## config.mk

```make
export PLATFORM = sky130hd
export DESIGN_NAME = ee_status_responder
export DESIGN_NICKNAME = d
export VERILOG_FILES = /design/src/rtl/ee_rsp_pkg.sv /design/src/rtl/ee_bus_sync.sv /design/src/rtl/ee_toggle_ctl.sv /design/src/rtl/ee_dq_drive.sv /design/src/rtl/ee_status_responder.sv
export SDC_FILE = /design/constraint.sdc
export NUM_CORES = 1
export LEC_CHECK = 0
export ABC_CLOCK_PERIOD_IN_PS = 800
export BUFFER_PORTS_ARGS = -buffer_cell sky130_fd_sc_hd__buf_4
export CORE_MARGIN = 8
export CORE_UTILIZATION = 44
export CTS_BUF_LIST = sky130_fd_sc_hd__clkbuf_4 sky130_fd_sc_hd__clkbuf_8 sky130_fd_sc_hd__clkbuf_16
export CTS_CLUSTER_DIAMETER = 30
export DETAILED_ROUTE_END_ITERATION = 16
export GPL_ROUTABILITY_DRIVEN = 0
export PLACE_DENSITY = 0.79
export SLEW_MARGIN = 10
export SYNTH_ARGS = -nofsm -noshare
export SYNTH_HDL_FRONTEND = slang
export SYNTH_HIERARCHICAL = 1
export SYNTH_SLANG_ARGS = --single-unit
```

## constraint.sdc

```tcl
create_clock -name clk -period 0.8 [get_ports clk]
set_input_delay 0.08 -clock clk [delete_from_list [all_inputs] [get_ports clk]]
set_output_delay 0.08 -clock clk [all_outputs]
set_load 0.02 [all_outputs]
```

## src/rtl/ee_rsp_pkg.sv

```systemverilog
package ee_rsp_pkg;
  // number of status flags at the top of the busy word
  localparam int STAT_W = 3;

  // flags ordered {poll, toggle, timer expired}, top bit first
  function automatic logic [STAT_W-1:0] status_flags(input logic last_msb,
                                                     input logic tog,
                                                     input logic plt_run);
    return {~last_msb, tog, ~plt_run};
  endfunction
endpackage

```

## src/rtl/ee_bus_sync.sv

```systemverilog
module ee_bus_sync #(
  parameter int STAGES = 2
) (
  input  logic clk,
  input  logic rst_n,
  input  logic ce_n,
  input  logic oe_n,
  input  logic we_n,
  output logic rst_sn,
  output logic rd_act,
  output logic rd_start
);
  localparam int NSTB = 3;

  logic [1:0] rs_q;
  logic [NSTB-1:0] raw;
  logic [NSTB-1:0] stb_s;
  logic rd_prev_q, rd_prev_d;

  // reset: asserted asynchronously, released on clock
  always_ff @(posedge clk or negedge rst_n) begin
    if (!rst_n) rs_q <= '0;
    else        rs_q <= {rs_q[0], 1'b1};
  end
  assign rst_sn = rs_q[1];

  assign raw = {we_n, oe_n, ce_n};

  generate
    for (genvar g = 0; g < NSTB; g++) begin : g_stb
      logic [STAGES-1:0] chain_q;
      always_ff @(posedge clk or negedge rst_sn) begin
        if (!rst_sn) chain_q <= '1;
        else         chain_q <= {chain_q[STAGES-2:0], raw[g]};
      end
      assign stb_s[g] = chain_q[STAGES-1];
    end
  endgenerate

  always_comb begin
    rd_act    = ~stb_s[0] & ~stb_s[1] & stb_s[2];
    rd_prev_d = rd_act;
    rd_start  = rd_act & ~rd_prev_q;
  end

  always_ff @(posedge clk or negedge rst_sn) begin
    if (!rst_sn) rd_prev_q <= 1'b0;
    else         rd_prev_q <= rd_prev_d;
  end

  // a read start lasts one cycle only
  p_start_single_r6: assert property (@(posedge clk) disable iff (!rst_sn)
    rd_start |=> !rd_start);
endmodule

```

## src/rtl/ee_toggle_ctl.sv

```systemverilog
module ee_toggle_ctl (
  input  logic clk,
  input  logic rst_sn,
  input  logic busy,
  input  logic plt_run,
  input  logic rd_start,
  output logic tog_cur
);
  logic busy_q, plt_q;
  logic tog_q, tog_d;
  logic hold_q, hold_d;
  logic cyc_start, tog_base;

  always_comb begin
    cyc_start = (busy & ~busy_q) | (plt_run & ~plt_q) | (busy & ~plt_run & plt_q);
    tog_base  = cyc_start ? 1'b0 : tog_q;
    tog_d     = tog_q;
    hold_d    = hold_q;
    if (rd_start) begin
      hold_d = tog_base;
      tog_d  = ~tog_base;
    end else if (cyc_start) begin
      tog_d  = 1'b0;
    end
    tog_cur = rd_start ? tog_base : hold_q;
  end

  always_ff @(posedge clk or negedge rst_sn) begin
    if (!rst_sn) begin
      busy_q <= 1'b0;
      plt_q  <= 1'b0;
      tog_q  <= 1'b0;
      hold_q <= 1'b0;
    end else begin
      busy_q <= busy;
      plt_q  <= plt_run;
      tog_q  <= tog_d;
      hold_q <= hold_d;
    end
  end

  // a phase start with no read clears the toggle
  p_tog_clear_r7: assert property (@(posedge clk) disable iff (!rst_sn)
    (busy && !busy_q && !rd_start) |=> !tog_q);

  // value shown for the current read moves only at a read start
  p_hold_steady_r6: assert property (@(posedge clk) disable iff (!rst_sn)
    !rd_start |=> $stable(hold_q));
endmodule

```

## src/rtl/ee_dq_drive.sv

```systemverilog
module ee_dq_drive
  import ee_rsp_pkg::*;
#(
  parameter int DW = 8
) (
  input  logic          clk,
  input  logic          rst_sn,
  input  logic          rd_act,
  input  logic          busy,
  input  logic          plt_run,
  input  logic [DW-1:0] last_data,
  input  logic          tog_cur,
  input  logic [DW-1:0] arr_rdata,
  output logic [DW-1:0] dq_out,
  output logic          dq_oe
);
  localparam int LOW_W = DW - STAT_W;

  logic [DW-1:0] word_d, dq_d, dq_q;
  logic oe_d, oe_q, stat_d, stat_q;

  always_comb begin
    if (busy) word_d = {status_flags(last_data[DW-1], tog_cur, plt_run), {LOW_W{1'b0}}};
    else      word_d = arr_rdata;
    dq_d   = rd_act ? word_d : '0;
    oe_d   = rd_act;
    stat_d = rd_act & busy;
  end

  always_ff @(posedge clk or negedge rst_sn) begin
    if (!rst_sn) begin
      dq_q   <= '0;
      oe_q   <= 1'b0;
      stat_q <= 1'b0;
    end else begin
      dq_q   <= dq_d;
      oe_q   <= oe_d;
      stat_q <= stat_d;
    end
  end

  assign dq_out = dq_q;
  assign dq_oe  = oe_q;

  // bus quiet when not driving
  p_quiet_bus_r1: assert property (@(posedge clk) disable iff (!rst_sn)
    !dq_oe |-> dq_out == '0);
  // low status bits are zero
  p_low_zero_r9: assert property (@(posedge clk) disable iff (!rst_sn)
    (dq_oe && stat_q) |-> dq_out[LOW_W-1:0] == '0);
  // polling bit opposes the written data
  p_poll_inv_r3: assert property (@(posedge clk) disable iff (!rst_sn)
    (dq_oe && stat_q) |-> dq_out[DW-1] != $past(last_data[DW-1]));
  // toggle bit steady within one busy read
  p_tog_steady_r6: assert property (@(posedge clk) disable iff (!rst_sn)
    (dq_oe && stat_q && $past(dq_oe) && $past(stat_q)) |-> $stable(dq_out[DW-2]));
endmodule

```

## src/rtl/ee_status_responder.sv

```systemverilog
module ee_status_responder #(
  parameter int DW          = 8,
  parameter int SYNC_STAGES = 2
) (
  input  logic          clk,
  input  logic          rst_n,
  input  logic          ce_n,
  input  logic          oe_n,
  input  logic          we_n,
  input  logic          busy,
  input  logic          plt_run,
  input  logic [DW-1:0] last_data,
  input  logic [DW-1:0] arr_rdata,
  output logic [DW-1:0] dq_out,
  output logic          dq_oe
);
  logic rst_sn, rd_act, rd_start, tog_cur;

  ee_bus_sync #(.STAGES(SYNC_STAGES)) u_sync (
    .clk(clk), .rst_n(rst_n), .ce_n(ce_n), .oe_n(oe_n), .we_n(we_n),
    .rst_sn(rst_sn), .rd_act(rd_act), .rd_start(rd_start)
  );

  ee_toggle_ctl u_tog (
    .clk(clk), .rst_sn(rst_sn), .busy(busy), .plt_run(plt_run),
    .rd_start(rd_start), .tog_cur(tog_cur)
  );

  ee_dq_drive #(.DW(DW)) u_drv (
    .clk(clk), .rst_sn(rst_sn), .rd_act(rd_act), .busy(busy), .plt_run(plt_run),
    .last_data(last_data), .tog_cur(tog_cur), .arr_rdata(arr_rdata),
    .dq_out(dq_out), .dq_oe(dq_oe)
  );

  // the drive enable follows only a decoded read
  p_oe_from_read_r1: assert property (@(posedge clk) disable iff (!rst_sn)
    dq_oe |-> $past(rd_act));
endmodule

```

* After elaboration in Yosys (flattened, before gate mapping)
Cells that the tools add are included.
** Operators by class
- Add/subtract/negate cells :: 0
- $mul :: 0
- Divide/modulo/power cells :: 0
- $lt $le $gt $ge :: 0
- Equality and inequality tests :: 0
- Shift operators :: 0
- Muxes and demuxes :: 5
- Bitwise logic cells :: 17
- Reduce and logical (&&, ||, !) cells :: 0
** Operator list (count)
- 8-bit two-way mux :: 2
- 1-bit inverter :: 8
- 1-bit AND :: 7
- 1-bit two-way mux :: 3
- 1-bit OR :: 2
** Word-level totals
- Flip-flop bits (word level) :: 21
- Latch bits :: 0
- RAM bits :: 0
- Memory bits (read-only) :: 0
- Input bits :: 23
- Output and inout bits :: 9
- Word-level logic and storage cells :: 32
- Memories :: 0

* Depth between registers and ports, before layout
- Depth after elaboration :: 8
- Mapped depth :: 5
- Gate-level depth less buffers :: 5

* By module
Netlist, hierarchy kept.
** By module, submodules not included
- ee_dq_drive :: instances 1, cells an instance 21, area each 309.0 um2, seq. area each 225.2 um2
- ee_bus_sync :: instances 1, cells an instance 12, area each 259.0 um2, seq. area each 232.7 um2
- ee_toggle_ctl :: instances 1, cells an instance 16, area each 182.7 um2, seq. area each 100.1 um2

* Worst setup path before layout
Ideal clock, no wire load.
- Path kind :: reg2reg
- Start point :: reg u_sync.g_stb[2].chain_q[1]
- End point :: reg u_drv.dq_q[6] (netlist: u_drv/dq_out[6])
- Setup time :: 0.073 ns
- Data arrival time :: 1.340 ns
- Required time :: 0.727 ns
- Setup slack :: -0.614 ns
- Cell stages (with the launch flop) :: 6
- Path buffers :: 0
- Period minus slack after synthesis :: 1.414 ns
- Cell sequence :: dfstp_2 nor4b_2 nand2_1 o32ai_1 mux2i_1 nor2b_1
** Between the ends
- Longest elaborated chain between the ends :: 5
** RTL lines
- start: declaration :: RTL line ee_bus_sync.sv:31 : logic [STAGES-1:0] chain_q;
- start signal: assignment :: RTL line ee_bus_sync.sv:34 : else chain_q <= {chain_q[STAGES-2:0], raw[g]};
- 1-bit AND :: RTL line ee_bus_sync.sv:41 : rd_act = ~stb_s[0] & ~stb_s[1] & stb_s[2];
- 1-bit AND :: RTL line ee_bus_sync.sv:43 : rd_start = rd_act & ~rd_prev_q;
- via rd_start :: RTL line ee_status_responder.sv:17 : logic rst_sn, rd_act, rd_start, tog_cur;
- 1-bit two-way mux :: RTL line ee_toggle_ctl.sv:25 : tog_cur = rd_start ? tog_base : hold_q;
- via tog_cur :: RTL line ee_status_responder.sv:17
- 8-bit two-way mux :: RTL line ee_dq_drive.sv:23 : if (busy) word_d = {status_flags(last_data[DW-1], tog_cur, plt_run), {LOW_W{1'b0}}};
- 8-bit two-way mux :: RTL line ee_dq_drive.sv:25 : dq_d = rd_act ? word_d : '0;
- via u_drv.dq_d[6] :: RTL line ee_dq_drive.sv:19 : logic [DW-1:0] word_d, dq_d, dq_q;
- end signal: assignment :: RTL line ee_dq_drive.sv:36 : dq_q <= dq_d;
- end: declaration :: RTL line ee_dq_drive.sv:19
The timed path passes the listed nets, and every way through them passes these cells.

* Final worst setup path
Same ends and word-level chain as after synthesis.

==> flow_summary.toml <==
[timing]
timing.hold.ws_ps = 27.30
fin_crit_ps = 1348
rsz0062_at_grt = "true"
finalSetupViolations = 21
hold_viol = 0
fmax_mhz = 742.0
min_period_over_period = 1.685
setup_ws_ps = -547.7
skew_ps = 7.103
report.final.slew_viol_count = 0

[setup_path]
crit_required_ps = 1030
end_kind = "flop"
critPathTopFamily = "flip-flops"
crit_buf_inv = 0
worst_ep_arrival_time_ps = 1580
rrSetupSlack_ps = -550
start_kind = "flop"
path_cells = "nor4b_4 -> nand2_1 -> o32ai_2 -> mux2i_1 -> nor2b_1"
cp_slowest_cell = "dfstp_2"
path_class = "reg -> reg"
max_stage_delay_ps = 540
critPathMaxFanout = 2

[placed_design]
dpl_cell_area_mm2 = 0.001056
io_buffer_count = 24
hpwl_mm = 1.213

[synth]
synth_warnings = 6
avgSynthCellArea_um2 = 15.32
yosys_register_bits = 22
synth_top_area_frac = 0.5333
synth_cell_types = 20
synth_area_um2 = 750.7
yosysTopAreaCell = "dfrtp_1"
synth.most_common_cell = "dfrtp_1"
synth-async-reset-ratio = 1.000
synthTopCellsByArea = "dfrtp_1 (53%), dfstp_2 (21%), and2_1 (4.2%)"
synth_edf_count = 0
synthCells = 49
synth_common_cells = "dfrtp_1 (16), dfstp_2 (6), and2_1 (5), nand2_1 (4)"
syn_nets = 72
seq_area_frac_synth = 0.7433
synth_ff_type = "dfrtp_1"

[clock_tree]
numCtsBuffers = 3
clk_latency_ps = 290
clk_pin_slew_ps = 110
cts_sinks = 22
htree_levels = 1
cts_tree = "yes"
clock_tree.buffer_depth = 2
clk_root_buffer_cell = "clkbuf_4"

[finish]
area_delta_synth_final_pct = 67.50
drive_gt1_frac = 0.5300
stdcell_area_mm2 = 0.001257
antenna_cells = 0
layout.nets = 124

[status]
status = "finished, violations left"
violations = "negative setup slack"

[global_routing]
grt_overflow_total = 0
grt_usage = 0.1058
grt_max_degree = 13
grt_pass1_vias = 613
antenna_found_initial = 0
grt_pass1_wl_mm = 2.684

[pwr]
power.density_mw_per_mm2 = 1644
ir_drop_mv = 1.254
power.leakage_nw = 0.6293
total_power_mw = 2.067

[detailed_routing]
avgRoutedWirePerCell_um = 13.81
firstDrtPassIters = 2
routed_wl_mm = 1.616
via_count = 534
drtIter0Drc = 6
drc = 0
routed_via_density = 4.564
antenna_left = 0

[die]
start_util = 0.4494
dieWidth_um = 57.31
pin_count = 32
num_rows = 15
fp.dieArea_mm2 = 0.003284
core_mm2 = 0.001670
die_h_um = 57.31

[min_path]
min_path_type = "in -> reg"

[job]
cap_violations = 0
[registers in the layout (all words and copies together), names as in the netlist]
signal                count
u_sync/rs_q               2
u_sync/rd_prev_q          1
u_drv/dq_oe               1
u_drv/dq_out              8
u_tog/tog_q               1
u_tog/hold_q              1
u_tog/busy_q              1
u_tog/plt_q               1
u_sync/g_stb.chain_q      6
[final cells by class]
type,instances,area [µm²]
tap,17,21.27
timing repair buffer,47,417.9
sequential,22,558.0
multi-input combinational,25,216.5
clock buffer,4,36.28
inverter,2,7.507
fill,109,412.9
[layer usage]
| layer | part of all wire | vias to the layer above | GRT usage |
|---|---|---|---|
| met4 | 0.0056 | 0 | 0.04286 |
| met1 | 0.37 | 254 | 0.1024 |
| met3 | 0.10 | 2 | 0.05381 |
| met2 | 0.53 | 16 | 0.1852 |
| li1 | - | 262 | - |
| met5 | 0 | - | 0 |
[per-stage QoR]
| step | TNS [ps] | cells | setup slack, ps | utilization |
|---|---|---|---|---|
| after CTS | -5160 | 115 | -571.9 | 0.7393 |
| after global routing | -7224 | 117 | -685.4 | 0.7528 |
| final | -5854 | 117 | -547.7 | 0.7528 |
| after global placement | -3678 | 101 | -505.4 | 0.6322 |
| after floorplan | -3508 | 49 | -539.3 | - |
| after detailed placement | -4066 | 101 | -544.3 | 0.6322 |
[cell families (layout without fill, tap and decap cells)]
group                  count (synthesis)  in the layout  synth area share
other                                  1              1          0.004995
buffers and inverters                  2             53           0.01000
multiplexers                           1              1           0.01333
AND/OR/NAND/NOR                       16             16            0.1467
flip-flops                            22             22            0.7433
AO/OA/AOI/OAI                          7              7           0.08167
[path summary, 6_finish.rpt]
kind / start / end / depth (start not counted)
worst max-delay path: u_sync/g_stb[2].chain_q[1] / u_drv/dq_out[6] / 5
worst min-delay path: arr_rdata[5] / u_drv/dq_out[5] / 2
worst max register to register: u_sync/g_stb[2].chain_q[1] / u_drv/dq_out[6] / 5
worst min register to register: u_sync/rs_q[1] / u_sync/rd_prev_q / 0
max in group asynchronous: u_sync/rs_q[1] / u_drv/dq_out[6] / 1
min in group asynchronous: rst_n / u_sync/rs_q[0] / 2
[placed cells by master (no fill, tap or decap), types with 2 or more instances in the layout]
master	instances
buf_4	26
dfrtp_1	16
dlygate4sd3_1	11
buf_6	10
dfstp_2	6
and2_1	5
nand2_1	4
clkbuf_4	3
o211a_1	2
nor2b_4	2
inv_1	2
[where the power goes]
group | switching (mW) | internal [mW] | leakage (nW) | total [mW]
clock | 0.298 | 0.277 | 0.0210 | 0.575
combinational | 0.100 | 0.184 | 0.335 | 0.284
sequential | 0.0328 | 1.17 | 0.274 | 1.21
[timing repair]
item,4_1_cts,5_1_grt
gates resized for setup,11,1
pin swaps,1,0
setup buffers,0,1
endpoints found under the hold margin,11,1
endpoints found under the setup margin,21,21
hold buffers,10,1
Power figures use the tool's default switching activity.
